--- config.mk ---
export PLATFORM = sky130hd
export DESIGN_NAME = synth_prog_loader
export DESIGN_NICKNAME = d
export VERILOG_FILES = /design/src/rtl/spl_pkg.sv /design/src/rtl/spl_line_events.sv /design/src/rtl/spl_byte_rx.sv /design/src/rtl/spl_reg_bank.sv /design/src/rtl/synth_prog_loader.sv
export SDC_FILE = /design/constraint.sdc
export NUM_CORES = 1
export LEC_CHECK = 0
export BUFFER_PORTS_ARGS = -buffer_cell sky130_fd_sc_hd__buf_2
export CAP_MARGIN = 40
export CORE_MARGIN = 8
export CORE_UTILIZATION = 30
export CTS_CLUSTER_DIAMETER = 40
export DETAILED_ROUTE_END_ITERATION = 16
export PLACE_DENSITY = 0.56
export SYNTH_ARGS = -nofsm -noshare
export SYNTH_HDL_FRONTEND = slang
export SYNTH_SLANG_ARGS = --single-unit
--- constraint.sdc ---
create_clock -name clk -period 4.3 [get_ports clk]
set_clock_uncertainty 0.1 [all_clocks]
set_input_delay 0.645 -clock clk [delete_from_list [all_inputs] [get_ports clk]]
set_output_delay 0.645 -clock clk [all_outputs]
set_load 0.01 [all_outputs]
--- src/rtl/spl_pkg.sv ---
package spl_pkg;
   typedef enum logic [1:0] {PH_IDLE, PH_ADDR, PH_DATA, PH_SKIP} phase_t;
   typedef enum logic [2:0] {SL_FIRST, SL_DLO, SL_CTL, SL_PRT, SL_DONE} slot_t;
   localparam int CTRL_W = 7;
   localparam logic [CTRL_W-1:0] CTRL_RESET = 7'b0_001_00_0;
endpackage

--- src/rtl/spl_line_events.sv ---
module spl_line_events (
   input  logic clk,
   input  logic rst_n,
   input  logic scl_i,
   input  logic sda_i,
   output logic start_o,
   output logic stop_o,
   output logic rise_o,
   output logic fall_o
);
   logic scl_q, sda_q;

   always_ff @(posedge clk or negedge rst_n) begin
      if (!rst_n) begin
         scl_q <= 1'b1;
         sda_q <= 1'b1;
      end else begin
         scl_q <= scl_i;
         sda_q <= sda_i;
      end
   end

   always_comb begin
      start_o = scl_i && scl_q && sda_q && !sda_i;
      stop_o  = scl_i && scl_q && !sda_q && sda_i;
      rise_o  = scl_i && !scl_q;
      fall_o  = !scl_i && scl_q;
   end
endmodule

--- src/rtl/spl_byte_rx.sv ---
module spl_byte_rx
   import spl_pkg::*;
#(
   parameter int STRAP_W = 2,
   parameter logic [6-STRAP_W:0] ADDR_FIXED = 5'b11000
) (
   input  logic               clk,
   input  logic               rst_n,
   input  logic               start_i,
   input  logic               stop_i,
   input  logic               rise_i,
   input  logic               fall_i,
   input  logic               sda_i,
   input  logic [STRAP_W-1:0] strap_i,
   output logic               data_vld_o,
   output logic               addr_hit_o,
   output logic [7:0]         data_o,
   output logic               pull_o
);
   localparam int CNT_W = 4;
   localparam logic [CNT_W-1:0] LAST_BIT = CNT_W'(7);
   localparam logic [CNT_W-1:0] ACK_WAIT = CNT_W'(8);
   localparam logic [CNT_W-1:0] ACK_HOLD = CNT_W'(9);

   phase_t           phase;
   logic [CNT_W-1:0] cnt;
   logic [6:0]       shreg;
   logic             ack_want;
   logic             pull_q;
   logic [7:0]       byte_now;
   logic             byte_end;
   logic             addr_ok;

   assign byte_now = {shreg, sda_i};
   assign byte_end = rise_i && (cnt == LAST_BIT) && (phase != PH_IDLE);
   assign addr_ok  = (byte_now[7:1] == {ADDR_FIXED, strap_i}) && !byte_now[0];

   always_ff @(posedge clk or negedge rst_n) begin
      if (!rst_n) begin
         phase    <= PH_IDLE;
         cnt      <= '0;
         shreg    <= '0;
         ack_want <= 1'b0;
         pull_q   <= 1'b0;
      end else if (start_i) begin
         phase    <= PH_ADDR;
         cnt      <= '0;
         ack_want <= 1'b0;
         pull_q   <= 1'b0;
      end else if (stop_i) begin
         phase    <= PH_IDLE;
         cnt      <= '0;
         ack_want <= 1'b0;
         pull_q   <= 1'b0;
      end else if (phase != PH_IDLE) begin
         if (cnt <= LAST_BIT) begin
            if (rise_i) begin
               shreg <= byte_now[6:0];
               cnt   <= cnt + 1'b1;
               if (cnt == LAST_BIT) begin
                  ack_want <= (phase == PH_ADDR) ? addr_ok : (phase == PH_DATA);
                  if (phase == PH_ADDR) phase <= addr_ok ? PH_DATA : PH_SKIP;
               end
            end
         end else if (cnt == ACK_WAIT) begin
            if (fall_i)      pull_q <= ack_want;
            else if (rise_i) cnt    <= ACK_HOLD;
         end else if (fall_i) begin
            pull_q <= 1'b0;
            cnt    <= '0;
         end
      end
   end

   assign data_vld_o = byte_end && (phase == PH_DATA);
   assign addr_hit_o = byte_end && (phase == PH_ADDR) && addr_ok;
   assign data_o     = byte_now;
   assign pull_o     = pull_q;
endmodule

--- src/rtl/spl_reg_bank.sv ---
module spl_reg_bank
   import spl_pkg::*;
#(
   parameter int DIV_W  = 15,
   parameter int PORT_W = 8
) (
   input  logic              clk,
   input  logic              rst_n,
   input  logic              start_i,
   input  logic              addr_hit_i,
   input  logic              data_vld_i,
   input  logic [7:0]        data_i,
   output logic [DIV_W-1:0]  div_o,
   output logic [CTRL_W-1:0] ctrl_o,
   output logic [PORT_W-1:0] port_o
);
   localparam int HI_W = DIV_W - 8;

   slot_t             slot;
   logic [HI_W-1:0]   div_hi;
   logic [DIV_W-1:0]  div_q;
   logic [CTRL_W-1:0] ctrl_q;
   logic [PORT_W-1:0] port_q;

   always_ff @(posedge clk or negedge rst_n) begin
      if (!rst_n) begin
         slot   <= SL_DONE;
         div_hi <= '0;
         div_q  <= '0;
         ctrl_q <= CTRL_RESET;
         port_q <= '0;
      end else if (start_i) begin
         slot <= SL_DONE;
      end else if (addr_hit_i) begin
         slot <= SL_FIRST;
      end else if (data_vld_i) begin
         unique case (slot)
            SL_FIRST: begin
               if (data_i[7]) begin
                  ctrl_q <= data_i[CTRL_W-1:0];
                  slot   <= SL_PRT;
               end else begin
                  div_hi <= data_i[HI_W-1:0];
                  slot   <= SL_DLO;
               end
            end
            SL_DLO: begin
               div_q <= {div_hi, data_i};
               slot  <= SL_CTL;
            end
            SL_CTL: begin
               ctrl_q <= data_i[CTRL_W-1:0];
               slot   <= SL_PRT;
            end
            SL_PRT: begin
               port_q <= data_i[PORT_W-1:0];
               slot   <= SL_DONE;
            end
            default: slot <= SL_DONE;
         endcase
      end
   end

   assign div_o  = div_q;
   assign ctrl_o = ctrl_q;
   assign port_o = port_q;
endmodule

--- src/rtl/synth_prog_loader.sv ---
module synth_prog_loader
   import spl_pkg::*;
#(
   parameter int DIV_W   = 15,
   parameter int PORT_W  = 8,
   parameter int STRAP_W = 2,
   parameter logic [6-STRAP_W:0] ADDR_FIXED = 5'b11000
) (
   input  logic               clk,
   input  logic               rst_n,
   input  logic               scl_i,
   input  logic               sda_i,
   input  logic [STRAP_W-1:0] strap_i,
   output logic               sda_pull_o,
   output logic [DIV_W-1:0]   div_word_o,
   output logic               cp_hi_o,
   output logic [2:0]         test_mode_o,
   output logic [1:0]         ref_ratio_o,
   output logic               tune_off_o,
   output logic [PORT_W-1:0]  port_drv_o
);
   generate
      if (DIV_W < 9 || DIV_W > 15) begin : g_bad_div
         $error("DIV_W must lie in 9..15");
      end
      if (PORT_W < 1 || PORT_W > 8) begin : g_bad_port
         $error("PORT_W must lie in 1..8");
      end
      if (STRAP_W < 1 || STRAP_W > 3) begin : g_bad_strap
         $error("STRAP_W must lie in 1..3");
      end
   endgenerate

   logic start_w, stop_w, rise_w, fall_w;
   logic data_vld_w, addr_hit_w;
   logic [7:0] data_w;
   logic [CTRL_W-1:0] ctrl_w;

   spl_line_events u_ev (
      .clk(clk), .rst_n(rst_n), .scl_i(scl_i), .sda_i(sda_i),
      .start_o(start_w), .stop_o(stop_w), .rise_o(rise_w), .fall_o(fall_w)
   );

   spl_byte_rx #(.STRAP_W(STRAP_W), .ADDR_FIXED(ADDR_FIXED)) u_rx (
      .clk(clk), .rst_n(rst_n), .start_i(start_w), .stop_i(stop_w),
      .rise_i(rise_w), .fall_i(fall_w), .sda_i(sda_i), .strap_i(strap_i),
      .data_vld_o(data_vld_w), .addr_hit_o(addr_hit_w), .data_o(data_w),
      .pull_o(sda_pull_o)
   );

   spl_reg_bank #(.DIV_W(DIV_W), .PORT_W(PORT_W)) u_bank (
      .clk(clk), .rst_n(rst_n), .start_i(start_w), .addr_hit_i(addr_hit_w),
      .data_vld_i(data_vld_w), .data_i(data_w),
      .div_o(div_word_o), .ctrl_o(ctrl_w), .port_o(port_drv_o)
   );

   assign cp_hi_o     = ctrl_w[6];
   assign test_mode_o = ctrl_w[5:3];
   assign ref_ratio_o = ctrl_w[2:1];
   assign tune_off_o  = ctrl_w[0];
endmodule

# After elaboration in Yosys (flattened, before gate mapping)
# Index checks and enable logic that the tools add are counted.
[op_classes] addsub=1 n_lt_le_gt_ge=1 n_eq_ne=12 muxes=38 bitwise_logic=4 reduce_logical=38
[op_table] cell="4-bit two-way mux" count=9
[op_table] cell="5-bit AND reduction" count=5
[op_table] cell="3-bit nonzero test" count=7
[op_table] cell="2-bit two-way mux" count=8
[op_table] cell="1-bit two-way mux" count=15
[op_table] cell="7-bit case mux with 2 select lines" count=1
[op_table] cell="1-bit logical AND" count=13
[op_table] cell="4-bit AND reduction" count=3
[op_table] cell="3-bit two-way mux" count=3
[op_table] cell="3-bit case mux with 3 select lines" count=1
[op_table] cell="7-bit == test" count=1
[op_table] cell="7-bit two-way mux" count=1
[op_table] cell="3-bit by 2-bit == test with 1-bit output (second input constant)" count=2
[op_table] cell="5-bit by 4-bit inequality test with 1-bit output (second input constant)" count=1
[op_table] cell="5-bit nonzero test" count=1
[op_table] cell="4-bit by 1-bit adder with 4-bit output (second input constant)" count=1
[op_table] cell="4-bit by 3-bit == test with 1-bit output (second input constant)" count=1
[op_table] cell="4-bit == test (second input constant)" count=1
[op_table] cell="4-bit by 3-bit less-or-equal comparator with 1-bit output (second input constant)" count=1
[op_table] cell="1-bit zero test" count=4
[op_table] cell="4-bit by 3-bit inequality test with 1-bit output (second input constant)" count=1
[op_table] cell="1-bit inverter" count=4
[op_table] cell="2-bit nonzero test" count=2
[op_table] cell="4-bit nonzero test" count=1
[op_table] cell="7 further kinds" count=7
[word_totals] regBits=57 inputBits=6 out_inout_bits=31 elab_cells=106

# Longest topological paths before layout
[logic_depth] word_depth=10 mapped_depth=7 ltp_nobuf=6

# Hierarchy
# From an unflattened synthesis, not the netlist that was laid out.
[hier_totals] hier_cells=179 hier_area_um2=2548.7
[modules_own_cells] mod="spl_reg_bank" instances=1 cells_per_inst=98 area_each_um2=1606.5 seq_area_each_um2=1003.5
[modules_own_cells] mod="spl_byte_rx" instances=1 cells_per_inst=75 area_each_um2=854.6 seq_area_each_um2=375.4
[modules_own_cells] mod="spl_line_events" instances=1 cells_per_inst=6 area_each_um2=87.6 seq_area_each_um2=52.6

# Least setup slack after synthesis
# Ideal clock, no wire load.
[synth_timing] path_type="input port to flip-flop" from="input port scl_i" to="register u_bank.ctrl_q[0] (netlist: u_bank.ctrl_o[0])" setup_ns=0.125 arrival_ns=2.081 required_ns=4.075 path_slack_ns=1.994 stages=5 path_buffers=0 cell_sequence="ha_1 -> nand4b_2 -> nor4_4 -> nor3b_4 -> mux2_2"
[synth_via] elab_chain_len=7 elab_cells_between_ends=12
[synth_lines] element="start, declared" line="synth_prog_loader.sv:11" rtl="input logic scl_i,"
[synth_lines] element="1-bit logical AND" line="spl_line_events.sv:26" rtl="rise_o = scl_i && !scl_q;"
[synth_lines] element="1-bit logical AND (2 in series)" line="spl_byte_rx.sv:35" rtl="assign byte_end = rise_i && (cnt == LAST_BIT) && (phase != PH_IDLE);"
[synth_lines] element="1-bit logical AND (2 in series)" line="spl_byte_rx.sv:76" rtl="assign addr_hit_o = byte_end && (phase == PH_ADDR) && addr_ok;"
[synth_lines] element="1-bit inverter (no source line)"
[synth_lines] element="5-bit AND reduction (no source line) (*)"
[synth_lines] element="end signal, assigned" line="spl_reg_bank.sv:40" rtl="ctrl_q <= data_i[CTRL_W-1:0];"
[synth_lines] element="end signal, assigned" line="spl_reg_bank.sv:52" rtl="ctrl_q <= data_i[CTRL_W-1:0];"
[synth_lines] element="end, declared" line="spl_reg_bank.sv:22" rtl="logic [CTRL_W-1:0] ctrl_q;"
# Every way passes the cells marked *; elsewhere a longest branch is shown, timed or not.
# A chain may end at the register's enable or synchronous reset.

# Final worst setup path
[layout_timing] from="register u_rx.cnt[0]" to="register u_bank.ctrl_q[1] (netlist: u_bank.ctrl_o[1])"
[layout_via] elab_chain_len=7 elab_cells_between_ends=8
[layout_lines] element="start, declared" line="spl_byte_rx.sv:26" rtl="logic [CNT_W-1:0] cnt;"
[layout_lines] element="start signal, assigned" line="spl_byte_rx.sv:59" rtl="cnt <= cnt + 1'b1;"
[layout_lines] element="4-bit by 3-bit == test with 1-bit output (*)" line="spl_byte_rx.sv:35"
[layout_lines] element="1-bit logical AND (*) (2 in series)" line="spl_byte_rx.sv:35"
[layout_lines] element="1-bit logical AND (2 in series)" line="spl_byte_rx.sv:76"
[layout_lines] element="1-bit inverter (no source line)"
[layout_lines] element="5-bit AND reduction (no source line) (*)"
# Marks and branches as above.

==> flow_summary_export.csv <==
group,metric,value,unit
run_status,status,"completed",
flow_run,max-cap-violations,0,
sta,fin_crit,2.36,ns
setup_path,crit_type,"reg -> reg",
sta,slew_violations,0,
final_layout,multi_input_area,1050,µm²
place,place.gp.congestion,0.759,
die,ios,37,
synthesis,ys_warn_count,0,
global_route,gr-total-overflow,0,
pwr,powerDensity,437,nW/µm²
routing,vias_per_cell,4.71,
clock_network,cts-resized-gates,0,
setup_path,end_kind,"flop",
global_route,grt_util_all_layers,9.49,%
die,die_h,108,µm
place,io_buffers,36,
clock_network,cts_buffers,9,
routing,drc,0,
global_route,grt_pass1_vias,1693,
setup_path,critPathMaxFanout,7,
pwr,total_leakage_power,1.53,nW
place,hpwlAfterDp,3570,µm
clock_network,cts_root_buf,"clkbuf_8",
place,place_ws,1.61,ns
routing,drtIter0Drc,48,
final_layout,nNetsFinal,247,
clock_network,cts_hold_buf,0,
die,die_area,11700,µm²
final_layout,area_delta_synth_final,19.5,%
global_route,grt_pass1_wl,8620,µm
clock_network,cts_tree,"done",
hold_path,hp-class,"in -> async",
die,initial_core_util,30.9,%
clock_network,cts_sinks,57,
sta,max_clock_freq,0.423,GHz
die,dieWidth,108,µm
routing,ant_nets,0,
clock_network,cts_buffer_depth,2,
clock_network,clock_latency,0.34,ns
routing,routedWlPerCell,14.6,µm
final_layout,seqCellArea,1430,µm²
sta,finalHoldViolCount,0,
global_route,antenna_found_initial,0,
final_layout,fill_cells,803,
routing,routed_wl,5060,µm
pwr,ir_worst_vdd,0.204,mV
final_layout,drive_gt1_share,45.2,%
final_layout,antenna_cells,0,
die,fp-row-count,33,
final_layout,fin_util,36.9,%
synthesis,syn_area_per_cell,13.1,µm²
final_layout,final_area,3030,µm²
sta,finalCritPeriodShare,54.9,%
synthesis,ys_types,43,
clock_network,post-cts-setup-buffers,0,
sta,final.setup.worst_slack,1.94,ns
synthesis,ys_seq_elements,57,
synthesis,synth.net_count,205,
global_route,grt_max_degree,29,
clock_network,h-tree-depth,3,
routing,dr.pass1.iters,5,
pwr,power,1.33,mW
sta,rsz0062_at_grt,"no",
synthesis,synthCells,194,
setup_path,cp.arrival,2.49,ns
sta,setup_tns,0,ns
sta,slew_headroom,63.9,%
setup_path,worst_setup_path_start_kind,"flop",
routing,via_count,1629,
sta,tightest_slew,0.539,ns
clock_network,cts.clk_slew.worst_paths,0.07,ns
place,placed_cell_area,2850,µm²
synthesis,synth_seq_area_share,56.4,%
die,fp.coreArea,8220,µm²
setup_path,cp_data_required_time,4.42,ns
synthesis,netlist_area,2540,µm²
sta,setup_viol,0,
-- stage by stage --
stage | hold WS (ns) | instances
after detailed placement | 0.388 | 330
after global placement | 0.384 | 329
after CTS | 0.126 | 346
final | 0.119 | 346
after global routing | 0.135 | 346
after floorplan | 0.249 | 194
-- cell usage in the layout, fill, tap and decap left out, drive strengths merged, types with 3 or more instances in the layout --
| cell | n |
|---|---|
| a211oi | 3 |
| nor3 | 3 |
| a21oi | 8 |
| nor2b | 3 |
| clkinv | 3 |
| a31oi | 3 |
| nand2 | 10 |
| o21ai | 4 |
| clkbuf | 11 |
| nor2 | 9 |
| dfstp | 4 |
| buf | 38 |
| mux2 | 44 |
| ha | 5 |
| dfrtp | 53 |
| or2 | 3 |
| inv | 7 |
-- cell type report --
cell class                      count  share of cell area (%)
Multi-Input combinational cell    123                    34.6
Timing Repair Buffer               38                    6.85
Clock inverter                      5                    1.86
Tap cell                          105                    4.33
Sequential cell                    57                    47.2
Inverter                            7                   0.866
Clock buffer                       11                    4.33
-- critical path: stages (launching register included) --
cell      delay [ns]
dfrtp_1         0.42
ha_1            0.26
nand4b_2        0.21
nor4_4          0.38
nor3b_4         0.48
mux2_2          0.39
-- per-layer routing --
metal	vias to the layer above	wire [µm]	track usage (%)
li1	780	-	-
met1	800	2390	12.3
met2	39	2280	13.5
met3	10	276	2.97
met4	0	116	5.85
met5	-	0	0
-- cells by family after synthesis --
family	count (synthesis)	synth area share (%)
xor+xnor	3	1.03
mux	45	19.9
buf+inv	14	2.32
fa+ha+maj	5	2.46
compound gates	24	5.81
flops	57	56.4
simple gates	46	12.1
-- path summary, 6_finish.rpt --
check                                            start                      endpoint  slack, ns  cells past startpoint
hold / removal                                   rst_n  u_bank.port_o[5]$_DFFE_PN0P_       0.12                      1
hold reg to reg            u_bank.div_o[1]$_DFFE_PN0P_   u_bank.div_o[1]$_DFFE_PN0P_       0.40                      1
setup / recovery               u_rx.cnt[0]$_DFFE_PN0P_  u_bank.ctrl_o[1]$_DFFE_PN0P_       1.94                      5
setup reg to reg               u_rx.cnt[0]$_DFFE_PN0P_  u_bank.ctrl_o[1]$_DFFE_PN0P_       1.94                      5
max in group asynchronous                        rst_n          u_ev.scl_q$_DFF_PN1_       3.41                      2
min in group clk                                 scl_i          u_ev.scl_q$_DFF_PN1_       0.34                      1
-- synth_stat cells (all sizes together) --
master  number  area share [%]
a211oi       3            0.89
a21o         1            0.30
a21oi        8             1.6
a31oi        3            0.74
and2         1            0.25
and3         1            0.25
and3b        1            0.34
buf          3            0.69
clkbuf       4            0.59
dfrtp       53              52
dfstp        4             4.1
ha           5             2.5
inv          7             1.0
mux2        44              20
mux2i        1            0.39
nand2       10             1.5
nand2b       1            0.25
nand3        1            0.20
nand3b       1            0.44
nand4        1            0.25
nand4b       2            0.94
nor2         9             1.3
nor2b        3            0.74
nor3         3            0.59
nor3b        1            0.74
nor4         2             1.1
nor4b        2             1.3
o21a         1            0.30
o21ai        4            0.79
o21bai       1            0.30
o22ai        1            0.25
o32ai        2            0.69
or2          3            0.74
or3          2            0.49
or3b         1            0.34
or4b         1            0.39
xnor2        2            0.69
xor2         1            0.34
-- power by group --
part	switching, mW	internal, mW	leakage [nW]
Clock	0.216	0.267	0.0933
Combinational	0.0764	0.0859	0.682
Sequential	0.0940	0.587	0.756
Total	0.387	0.940	1.53
-- sequential cells by signal, indices dropped and copies added, names as in the netlist --
signal	cells
u_rx.shreg	7
u_rx.ack_want	1
u_rx.cnt	4
u_ev.sda_q	1
u_bank.ctrl_o	7
u_bank.div_o	15
u_rx.phase	2
u_rx.pull_o	1
u_bank.port_o	8
u_bank.slot	3
u_bank.div_hi	7
u_ev.scl_q	1
Note: power is estimated with default switching activity, not from simulation.
